<file path="src/rtl/burst_sram_pkg.sv">
package burst_sram_pkg;

   typedef enum logic [1:0] {
      ACC_NONE  = 2'd0,
      ACC_READ  = 2'd1,
      ACC_WRITE = 2'd2
   } acc_kind_e;

endpackage

</file>
<file path="src/rtl/burst_ctl.sv">
module burst_ctl
   import burst_sram_pkg::*;
#(
   parameter int ADDR_W  = 6,
   parameter int BURST_W = 2,
   parameter int LANES   = 4
) (
   input  logic              clk,
   input  logic              rst_n,
   input  logic [ADDR_W-1:0] addr,
   input  logic              sel_a_n,
   input  logic              sel_b,
   input  logic              sel_c_n,
   input  logic              cpu_strb_n,
   input  logic              ctl_strb_n,
   input  logic              step_n,
   input  logic              wr_all_n,
   input  logic              wr_byte_n,
   input  logic [LANES-1:0]  lane_sel_n,
   output logic              start,
   output logic              sel_ok,
   output logic              cpu_go,
   output logic              active,
   output logic [ADDR_W-1:0] cur_addr,
   output acc_kind_e         acc_kind,
   output logic [ADDR_W-1:0] acc_addr,
   output logic [LANES-1:0]  lane_we
);

   localparam int HI_W = ADDR_W - BURST_W;

   logic              nxt_active;
   logic [ADDR_W-1:0] nxt_addr;
   logic [BURST_W-1:0] lo_inc;
   logic [HI_W-1:0]   hi_keep;
   logic              wr_req;

   assign lo_inc  = cur_addr[BURST_W-1:0] + BURST_W'(1);
   assign hi_keep = cur_addr[ADDR_W-1:BURST_W];

   always_comb begin
      sel_ok     = !sel_a_n && sel_b && !sel_c_n;
      cpu_go     = !cpu_strb_n && !sel_a_n;
      start      = cpu_go || !ctl_strb_n;
      wr_req     = !wr_all_n || !wr_byte_n;
      nxt_active = active;
      nxt_addr   = cur_addr;
      acc_kind   = ACC_NONE;
      if (start) begin
         if (sel_ok) begin
            nxt_active = 1'b1;
            nxt_addr   = addr;
            acc_kind   = (!cpu_go && wr_req) ? ACC_WRITE : ACC_READ;
         end else begin
            nxt_active = 1'b0;
         end
      end else if (active) begin
         if (!step_n) begin
            nxt_addr = {hi_keep, lo_inc};
         end
         acc_kind = wr_req ? ACC_WRITE : ACC_READ;
      end
   end

   assign acc_addr = nxt_addr;

   always_comb begin
      lane_we = '0;
      if (acc_kind == ACC_WRITE) begin
         lane_we = !wr_all_n ? {LANES{1'b1}} : ~lane_sel_n;
      end
   end

   always_ff @(posedge clk or negedge rst_n) begin
      if (!rst_n) begin
         active   <= 1'b0;
         cur_addr <= '0;
      end else begin
         active   <= nxt_active;
         cur_addr <= nxt_addr;
      end
   end

endmodule

</file>
<file path="src/rtl/byte_array.sv">
module byte_array #(
   parameter int LANES  = 4,
   parameter int LANE_W = 9,
   parameter int ADDR_W = 6
) (
   input  logic                    clk,
   input  logic [LANES-1:0]        lane_we,
   input  logic [ADDR_W-1:0]       addr,
   input  logic [LANES*LANE_W-1:0] wdata,
   output logic [LANES*LANE_W-1:0] rdata
);

   localparam int DEPTH = 1 << ADDR_W;

   for (genvar g = 0; g < LANES; g++) begin : g_lane
      logic [LANE_W-1:0] cells [DEPTH];

      always_ff @(posedge clk) begin
         if (lane_we[g]) begin
            cells[addr] <= wdata[g*LANE_W +: LANE_W];
         end
      end

      assign rdata[g*LANE_W +: LANE_W] = cells[addr];
   end

endmodule

</file>
<file path="src/rtl/read_pipe.sv">
module read_pipe #(
   parameter int DATA_W = 36
) (
   input  logic              clk,
   input  logic              rst_n,
   input  logic              rd_fire,
   input  logic [DATA_W-1:0] rd_data,
   input  logic              oe_n,
   output logic [DATA_W-1:0] dout,
   output logic              out_vld,
   output logic              dout_en
);

   logic              s1_vld;
   logic [DATA_W-1:0] s1_data;

   always_ff @(posedge clk or negedge rst_n) begin
      if (!rst_n) begin
         s1_vld  <= 1'b0;
         out_vld <= 1'b0;
      end else begin
         s1_vld  <= rd_fire;
         out_vld <= s1_vld;
      end
   end

   always_ff @(posedge clk) begin
      s1_data <= rd_data;
      dout    <= s1_data;
   end

   assign dout_en = out_vld && !oe_n;

endmodule

</file>
<file path="src/rtl/burst_sram.sv">
module burst_sram
   import burst_sram_pkg::*;
#(
   parameter int LANES   = 4,
   parameter int LANE_W  = 9,
   parameter int ADDR_W  = 6,
   parameter int BURST_W = 2
) (
   input  logic                    clk,
   input  logic                    rst_n,
   input  logic [ADDR_W-1:0]       addr,
   input  logic                    sel_a_n,
   input  logic                    sel_b,
   input  logic                    sel_c_n,
   input  logic                    cpu_strb_n,
   input  logic                    ctl_strb_n,
   input  logic                    step_n,
   input  logic                    wr_all_n,
   input  logic                    wr_byte_n,
   input  logic [LANES-1:0]        lane_sel_n,
   input  logic                    oe_n,
   input  logic [LANES*LANE_W-1:0] din,
   output logic [LANES*LANE_W-1:0] dout,
   output logic                    dout_en
);

   localparam int DATA_W = LANES * LANE_W;

   if (BURST_W < 1 || BURST_W >= ADDR_W) begin : g_bad_burst
      $error("burst_sram: BURST_W must lie in 1..ADDR_W-1");
   end
   if (LANES < 1 || LANE_W < 1) begin : g_bad_lane
      $error("burst_sram: LANES and LANE_W must be positive");
   end

   logic              start_w;
   logic              sel_ok_w;
   logic              cpu_go_w;
   logic              active_w;
   logic [ADDR_W-1:0] cur_addr_w;
   acc_kind_e         acc_kind_w;
   logic [ADDR_W-1:0] acc_addr_w;
   logic [LANES-1:0]  lane_we_w;
   logic [DATA_W-1:0] rdata_w;
   logic              rd_fire_w;
   logic              out_vld_w;

   burst_ctl #(
      .ADDR_W  (ADDR_W),
      .BURST_W (BURST_W),
      .LANES   (LANES)
   ) u_ctl (
      .clk        (clk),
      .rst_n      (rst_n),
      .addr       (addr),
      .sel_a_n    (sel_a_n),
      .sel_b      (sel_b),
      .sel_c_n    (sel_c_n),
      .cpu_strb_n (cpu_strb_n),
      .ctl_strb_n (ctl_strb_n),
      .step_n     (step_n),
      .wr_all_n   (wr_all_n),
      .wr_byte_n  (wr_byte_n),
      .lane_sel_n (lane_sel_n),
      .start      (start_w),
      .sel_ok     (sel_ok_w),
      .cpu_go     (cpu_go_w),
      .active     (active_w),
      .cur_addr   (cur_addr_w),
      .acc_kind   (acc_kind_w),
      .acc_addr   (acc_addr_w),
      .lane_we    (lane_we_w)
   );

   byte_array #(
      .LANES  (LANES),
      .LANE_W (LANE_W),
      .ADDR_W (ADDR_W)
   ) u_array (
      .clk     (clk),
      .lane_we (lane_we_w),
      .addr    (acc_addr_w),
      .wdata   (din),
      .rdata   (rdata_w)
   );

   assign rd_fire_w = (acc_kind_w == ACC_READ);

   read_pipe #(
      .DATA_W (DATA_W)
   ) u_pipe (
      .clk     (clk),
      .rst_n   (rst_n),
      .rd_fire (rd_fire_w),
      .rd_data (rdata_w),
      .oe_n    (oe_n),
      .dout    (dout),
      .out_vld (out_vld_w),
      .dout_en (dout_en)
   );

endmodule

</file>
<file path="config.mk">
export PLATFORM = sky130hd
export DESIGN_NAME = burst_sram
export DESIGN_NICKNAME = d
export VERILOG_FILES = /design/src/rtl/burst_sram_pkg.sv /design/src/rtl/burst_ctl.sv /design/src/rtl/byte_array.sv /design/src/rtl/read_pipe.sv /design/src/rtl/burst_sram.sv
export SDC_FILE = /design/constraint.sdc
export NUM_CORES = 2
export LEC_CHECK = 0
export BUFFER_PORTS_ARGS = -buffer_cell sky130_fd_sc_hd__buf_2
export CAP_MARGIN = 15
export CORE_AREA = 2 2 473 475
export CTS_BUF_LIST = sky130_fd_sc_hd__clkbuf_2 sky130_fd_sc_hd__clkbuf_4 sky130_fd_sc_hd__clkbuf_8
export DETAILED_ROUTE_END_ITERATION = 8
export DIE_AREA = 0 0 475 477
export SYNTH_ARGS = -nofsm -noshare
export SYNTH_HDL_FRONTEND = slang
export SYNTH_SLANG_ARGS = --single-unit
</file>
<file path="constraint.sdc">
create_clock -name clk -period 9.2 [get_ports clk]
set_input_delay 0.92 -clock clk [delete_from_list [all_inputs] [get_ports clk]]
set_output_delay 0.92 -clock clk [all_outputs]
set_load 0.05 [all_outputs]
</file>
### After elaboration in Yosys (flattened, before gate mapping)

Memories as Yosys holds them, arrays and structs flattened. A register that Yosys moved wholly into a read port is not among the register bits.
Index checks and enable logic that the tools add are counted.

| word-level totals | value |
|---|---|
| register bits | 45 |
| bits in writable memories | 2304 |
| input bits | 57 |
| output and inout port bits | 37 |
| logic and storage cells | 48 |
| memories kept | 4 |

Memories:

| memory | words | bits a word | rd ports | clocked after memory_dff | wr ports | line | text |
|---|---|---|---|---|---|---|---|
| u_array.g_lane[0].cells | 64 | 9 | 1 | 1 | 1 | byte_array.sv:16 | `logic [LANE_W-1:0] cells [DEPTH];` |
| u_array.g_lane[1].cells | 64 | 9 | 1 | 1 | 1 | byte_array.sv:16 |  |
| u_array.g_lane[2].cells | 64 | 9 | 1 | 1 | 1 | byte_array.sv:16 |  |
| u_array.g_lane[3].cells | 64 | 9 | 1 | 1 | 1 | byte_array.sv:16 |  |

| operators by class | value |
|---|---|
| add/sub/neg operators | 1 |
| equality and inequality tests | 2 |
| mux-type cells | 20 |
| bitwise gates (word level) | 1 |
| reductions and logical operators | 15 |

Operators by type and width:

| kind | count |
|---|---|
| $mux 2 | 7 |
| $mux 6 | 2 |
| $mux 1 | 9 |
| $logic_not 1->1 | 8 |
| $mux 4 | 2 |
| $logic_and 1x1->1 | 5 |
| $not 4->4 | 1 |
| $add 2x1->2 const B | 1 |
| $eq 2x1->1 const B | 1 |
| $eq 2x2->1 const B | 1 |
| $logic_or 1x1->1 | 2 |

### Longest topological paths before layout

| logic depth | value |
|---|---|
| depth in word-level cells | 11 |
| mapped depth | 15 |
| depth with buffers taken out | 9 |

### Hierarchy

Synthesis repeated with hierarchy kept, for this count alone.

| unflattened totals | value |
|---|---|
| cell total of the unflattened synthesis | 5141 |
| area, all modules | 89563.4 sq um |

Modules (own cells, without submodules):

| module | instances | cells an instance | area each (sq um) | sequential area each (sq um) |
|---|---|---|---|---|
| byte_array | 1 | 5023 | 87589.0 | 69186.4 |
| read_pipe | 1 | 75 | 1505.2 | 1491.4 |
| burst_ctl | 1 | 42 | 455.4 | 175.2 |
| burst_sram | 1 | 1 | 13.8 | 0.0 |

### Least setup slack after synthesis

OpenSTA, ideal clock, no wires.

| timing path | value |
|---|---|
| path kind | in2reg |
| from | input port sel_c_n |
| to | memory u_array.g_lane[0].cells[29][0] (enable) |
| library setup time | 0.374 ns |
| arrival | 3.445 ns |
| data required time | 8.826 ns |
| setup slack | 5.381 ns |
| stages | 12 |
| path buffers | 6 |
| path through | nor3b_1 -> and3_1 -> nor2_2 -> inv_2 -> buf_2 -> buf_2 -> buf_2 -> buf_2 -> buf_2 -> nand2_1 -> clkbuf_1 -> nor2_1 |

| between the ends | value |
|---|---|
| elaborated cells on any way between the ends | 10 |
| those cells by class | eq/ne: 1; mux: 7; reduce/logical: 2 |

RTL lines:

| element | line | text |
|---|---|---|
| from (decl) | burst_sram.sv:14 | `input logic sel_c_n,` |
| $logic_not 1->1 | burst_ctl.sv:42 | `sel_ok = !sel_a_n && sel_b && !sel_c_n;` |
| $logic_and 1x1->1 | burst_ctl.sv:42 |  |
| $mux 6 | burst_ctl.sv:50 | `if (sel_ok) begin` |
| $mux 6 | burst_ctl.sv:49 | `if (start) begin` |
| named net acc_addr_w[2] | burst_sram.sv:42 | `logic [ADDR_W-1:0] acc_addr_w;` |
| to (decl) | byte_array.sv:16 |  |

The timed path passes the listed nets, and every way through them passes these cells.

### Worst setup path in the final report

| timing path | value |
|---|---|
| from | register u_ctl.cur_addr[1] |
| to | memory u_array.g_lane[2].cells[49][7] (enable) |

| between the ends | value |
|---|---|
| longest elaborated chain between the ends | 4 |
| elaborated cells on any way between the ends | 5 |
| those cells by class | add/sub: 1; mux: 4 |

Ends and longest elaborated chain:

| element | line | text |
|---|---|---|
| from (decl) | burst_ctl.sv:24 | `output logic [ADDR_W-1:0] cur_addr,` |
| from (signal assigned) | burst_ctl.sv:80 | `cur_addr <= nxt_addr;` |
| $add 2x1->2 | burst_ctl.sv:38 | `assign lo_inc = cur_addr[BURST_W-1:0] + BURST_W'(1);` |
| $mux 2 | burst_ctl.sv:58 | `if (!step_n) begin` |
| $mux 2 | burst_ctl.sv:57 | `end else if (active) begin` |
| $mux 6 * | burst_ctl.sv:49 |  |
| to (decl) | byte_array.sv:16 |  |

Mark *: on every way between the ends. The rest lies on a longest branch, timed or not.

==> results.toml <==
[placed_design]
dp_hpwl_mm = 141
finalWeightedCongestion = 0.814
dp_cells = 7952
io_buffers = 93

[global_routing]
grt_overflow_total = 0
grt_pass1_wl_mm = 365
first_global_vias = 50000
antenna_found_initial = 19
grt_max_degree = 124
grt.total_usage = 0.221

[layout]
final_cell_mix = "edfxtp_1 (2304), a22oi_1 (746), clkbuf_8 (406), nand2_1 (265), nor2_1 (259)"
final_nets = 5434
nFillCells = 19000
final_layout_size_suffix_gt1_frac = 0.162
syn2layout_area_growth_pct = 13.3
fin_cells = 8663
final_common_cell = "edfxtp_1"

[clock_network]
cts_buffers = 393
clock_latency_ns = 1.07
htree_levels = 5
path_clk_slew_ns = 0.06
cts_resized = 0
cts_tree = "yes"
clockRootBuffer = "clkbuf_8"
cts_buffer_depth = 4
numClockSinks = 2385

[drt]
via_per_inst = 5.96
wl_mm = 257
drc = 0
firstDrtPassIters = 5
antenna_left = 0
drt_iter0_markers = 6828
routed-via-count = 51700
post_drt_wl_per_cell_um = 29.7

[timing]
relSlewSlack = 0.166
slew_viol_final = 0
max_freq_mhz = 175
finClkSkew_ns = 0.0677
worst_slew_pin_slew_ns = 1.25
tns_ns = 0
fin_crit_ns = 5.71
post-route-period-util = 0.621
setup_viol = 0
finalHoldViolations = 0
rsz0062_at_grt = "no"

[yosys]
yosysUniqueCellTypes = 62
synth_seq_cells = 2385
syn_avg_cell_area_um2 = 17.2
synth_xor_area_frac = 0
synth_area_leaders = "edfxtp_1 (79%), a22oi_1 (6.4%), dfxtp_1 (1.6%)"
synth-seq-area-share = 0.805
ys_warn_count = 0
synth_compound_area_frac = 0.120
netlist_area_um2 = 88000
synth_adder_area_share = 0
netlist.area_leader.share = 0.786
synth_fp_nets = 5178
synthSimpleGateAreaFrac = 0.0498
synth_cells = 5121
muxShareOfSynthArea = 0.00859
synth_edf_count = 2304
async_flop_share = 0.00377
synth_top_cell_by_area = "edfxtp_1"
synth_top_family_by_area = "compound AO/OA/AOI/OAI gates"
synth-main-ff-cell = "edfxtp_1"

[setup_path]
crit_top_cell = "buf_4"
startpoint = "u_ctl.cur_addr[1]$_DFF_PN0_"
r2r-start = "u_ctl.cur_addr[1]$_DFF_PN0_"
worstRegToRegCells = 12
setup.worst_path.end = "u_array.g_lane[2].cells[49][7]$_DFFE_PP_"
crit_buf_inv = 6
crit_path_end_kind = "flip-flop"
r2r_slack_ns = 3.49
crit_fanout = 50
crit_type = "flip-flop to flip-flop"
worst-path-stages = 12
cp_data_arrival_time_ns = 6.37
startpoint_type = "flip-flop"
reg2reg_to = "u_array.g_lane[2].cells[49][7]$_DFFE_PP_"
crit_family = "simple AND/OR/NAND/NOR gates"
crit_chain = "buf_4, and4b_1, mux2i_4, buf_4, o21ai_4, buf_4, inv_4, buf_4, nor2_2, buf_4, nand2_4, nor2_1"
slowest_stage = "nor2_1"
cpPeakStageDelay_ns = 0.97
critPathRequiredTime_ns = 9.86

[power]
p_per_area_nw_per_um2 = 251
power.static_leakage_uw = 0.0307
power_uw = 25100
vdd_drop_max_v = 0.000220

[die]
start_util = 0.398
fp.dieH_um = 477
fp.coreArea_um2 = 221000
rows = 173
die_area_um2 = 227000
ios = 94
fp.dieW_um = 475

[outcome]
status = "finished, final reports clean"

[worst_hold_path]
hold_path.class = "input pin to flip-flop"

[job]
cap_viol_max_count = 0
## metrics by stage
stage               utilization  instance area (µm²)  setup slack (ns)  hold WS (ns)
floorplan                     -                88000              5.38         0.310
global placement          0.415                92000              2.40         0.318
detailed placement        0.416                92100              2.84         0.314
CTS                       0.450                99600              3.50         0.134
global route              0.450                99700              3.37         0.221
finish                    0.450                99700              3.49         0.200
## cell families (layout without fill, tap and decap cells)
family	Yosys count	after routing
flops	2385	2385
simple gates	906	906
other cells	0	13
mux	69	69
compound gates	1389	1389
buf+inv	372	926
## worst min path at each step
stage / end / from / cells after the start
final: u_pipe.s1_vld$_DFF_PN0_ / wr_byte_n / 4
after global routing: u_pipe.s1_vld$_DFF_PN0_ / cpu_strb_n / 3
after CTS: u_pipe.s1_vld$_DFF_PN0_ / wr_byte_n / 4
after detailed placement: u_pipe.dout[13]$_DFF_P_ / u_pipe.s1_data[13]$_DFF_P_ / 0
after global placement: u_pipe.dout[9]$_DFF_P_ / u_pipe.s1_data[9]$_DFF_P_ / 0
after floorplan: u_pipe.dout[0]$_DFF_P_ / u_pipe.s1_data[0]$_DFF_P_ / 0
## worst register-to-register path, stage by stage (launching register included)
cell	delay (ns)
dfrtp_1	0.32
buf_4	0.40
and4b_1	0.31
mux2i_4	0.08
buf_4	0.28
o21ai_4	0.12
buf_4	0.39
inv_4	0.38
buf_4	0.51
nor2_2	0.47
buf_4	0.35
nand2_4	0.72
nor2_1	0.99
## power breakdown
part           internal [µW]  switching (µW)
Combinational            935            2850
Clock                   4900            4120
Sequential             12100             156
Total                  17900            7130
## Yosys cell counts, drive strengths merged, types with 60 or more instances
master,number
a221oi,60
clkbuf,246
edfxtp,2304
nand3,107
and3,105
nor2,264
a31oi,82
dfxtp,72
a21oi,79
a22oi,747
a41oi,98
buf,109
nand2,272
## area by class of cell
class | count | area (µm²) | share of cell area
clock buffer | 555 | 6710 | 0.0673
tap | 2975 | 3720 | 0.0373
antenna | 13 | 32.5 | 0.000326
clock inverter | 138 | 808 | 0.00811
timing repair buffer | 216 | 1570 | 0.0157
inverter | 17 | 72.6 | 0.000728
multi-input combinational | 2364 | 15900 | 0.160
sequential | 2385 | 70900 | 0.711
## layer usage
| metal | track usage | vias to the layer above | wire length (µm) |
|---|---|---|---|
| met4 | 0.0753 | 4 | 7750 |
| met1 | 0.305 | 26500 | 102000 |
| met3 | 0.0455 | 477 | 24400 |
| met2 | 0.350 | 2967 | 123000 |
| met5 | 0 | - | 23 |
| li1 | - | 21700 | - |
## timing repair
| item | CTS | global route |
|---|---|---|
| hold endpoints to repair | 9 | 0 |
| setup buffers | 0 | 0 |
| hold buffers | 1 | 0 |
## state kept, by name, summed over array words and instances (netlist names)
signal and flops:
u_pipe.dout 36, u_ctl.cur_addr 6, u_array.g_lane.cells 2304, u_pipe.out_vld 1, u_ctl.active 1, u_pipe.s1_vld 1
u_pipe.s1_data 36
(Power assumes the default switching activity.)
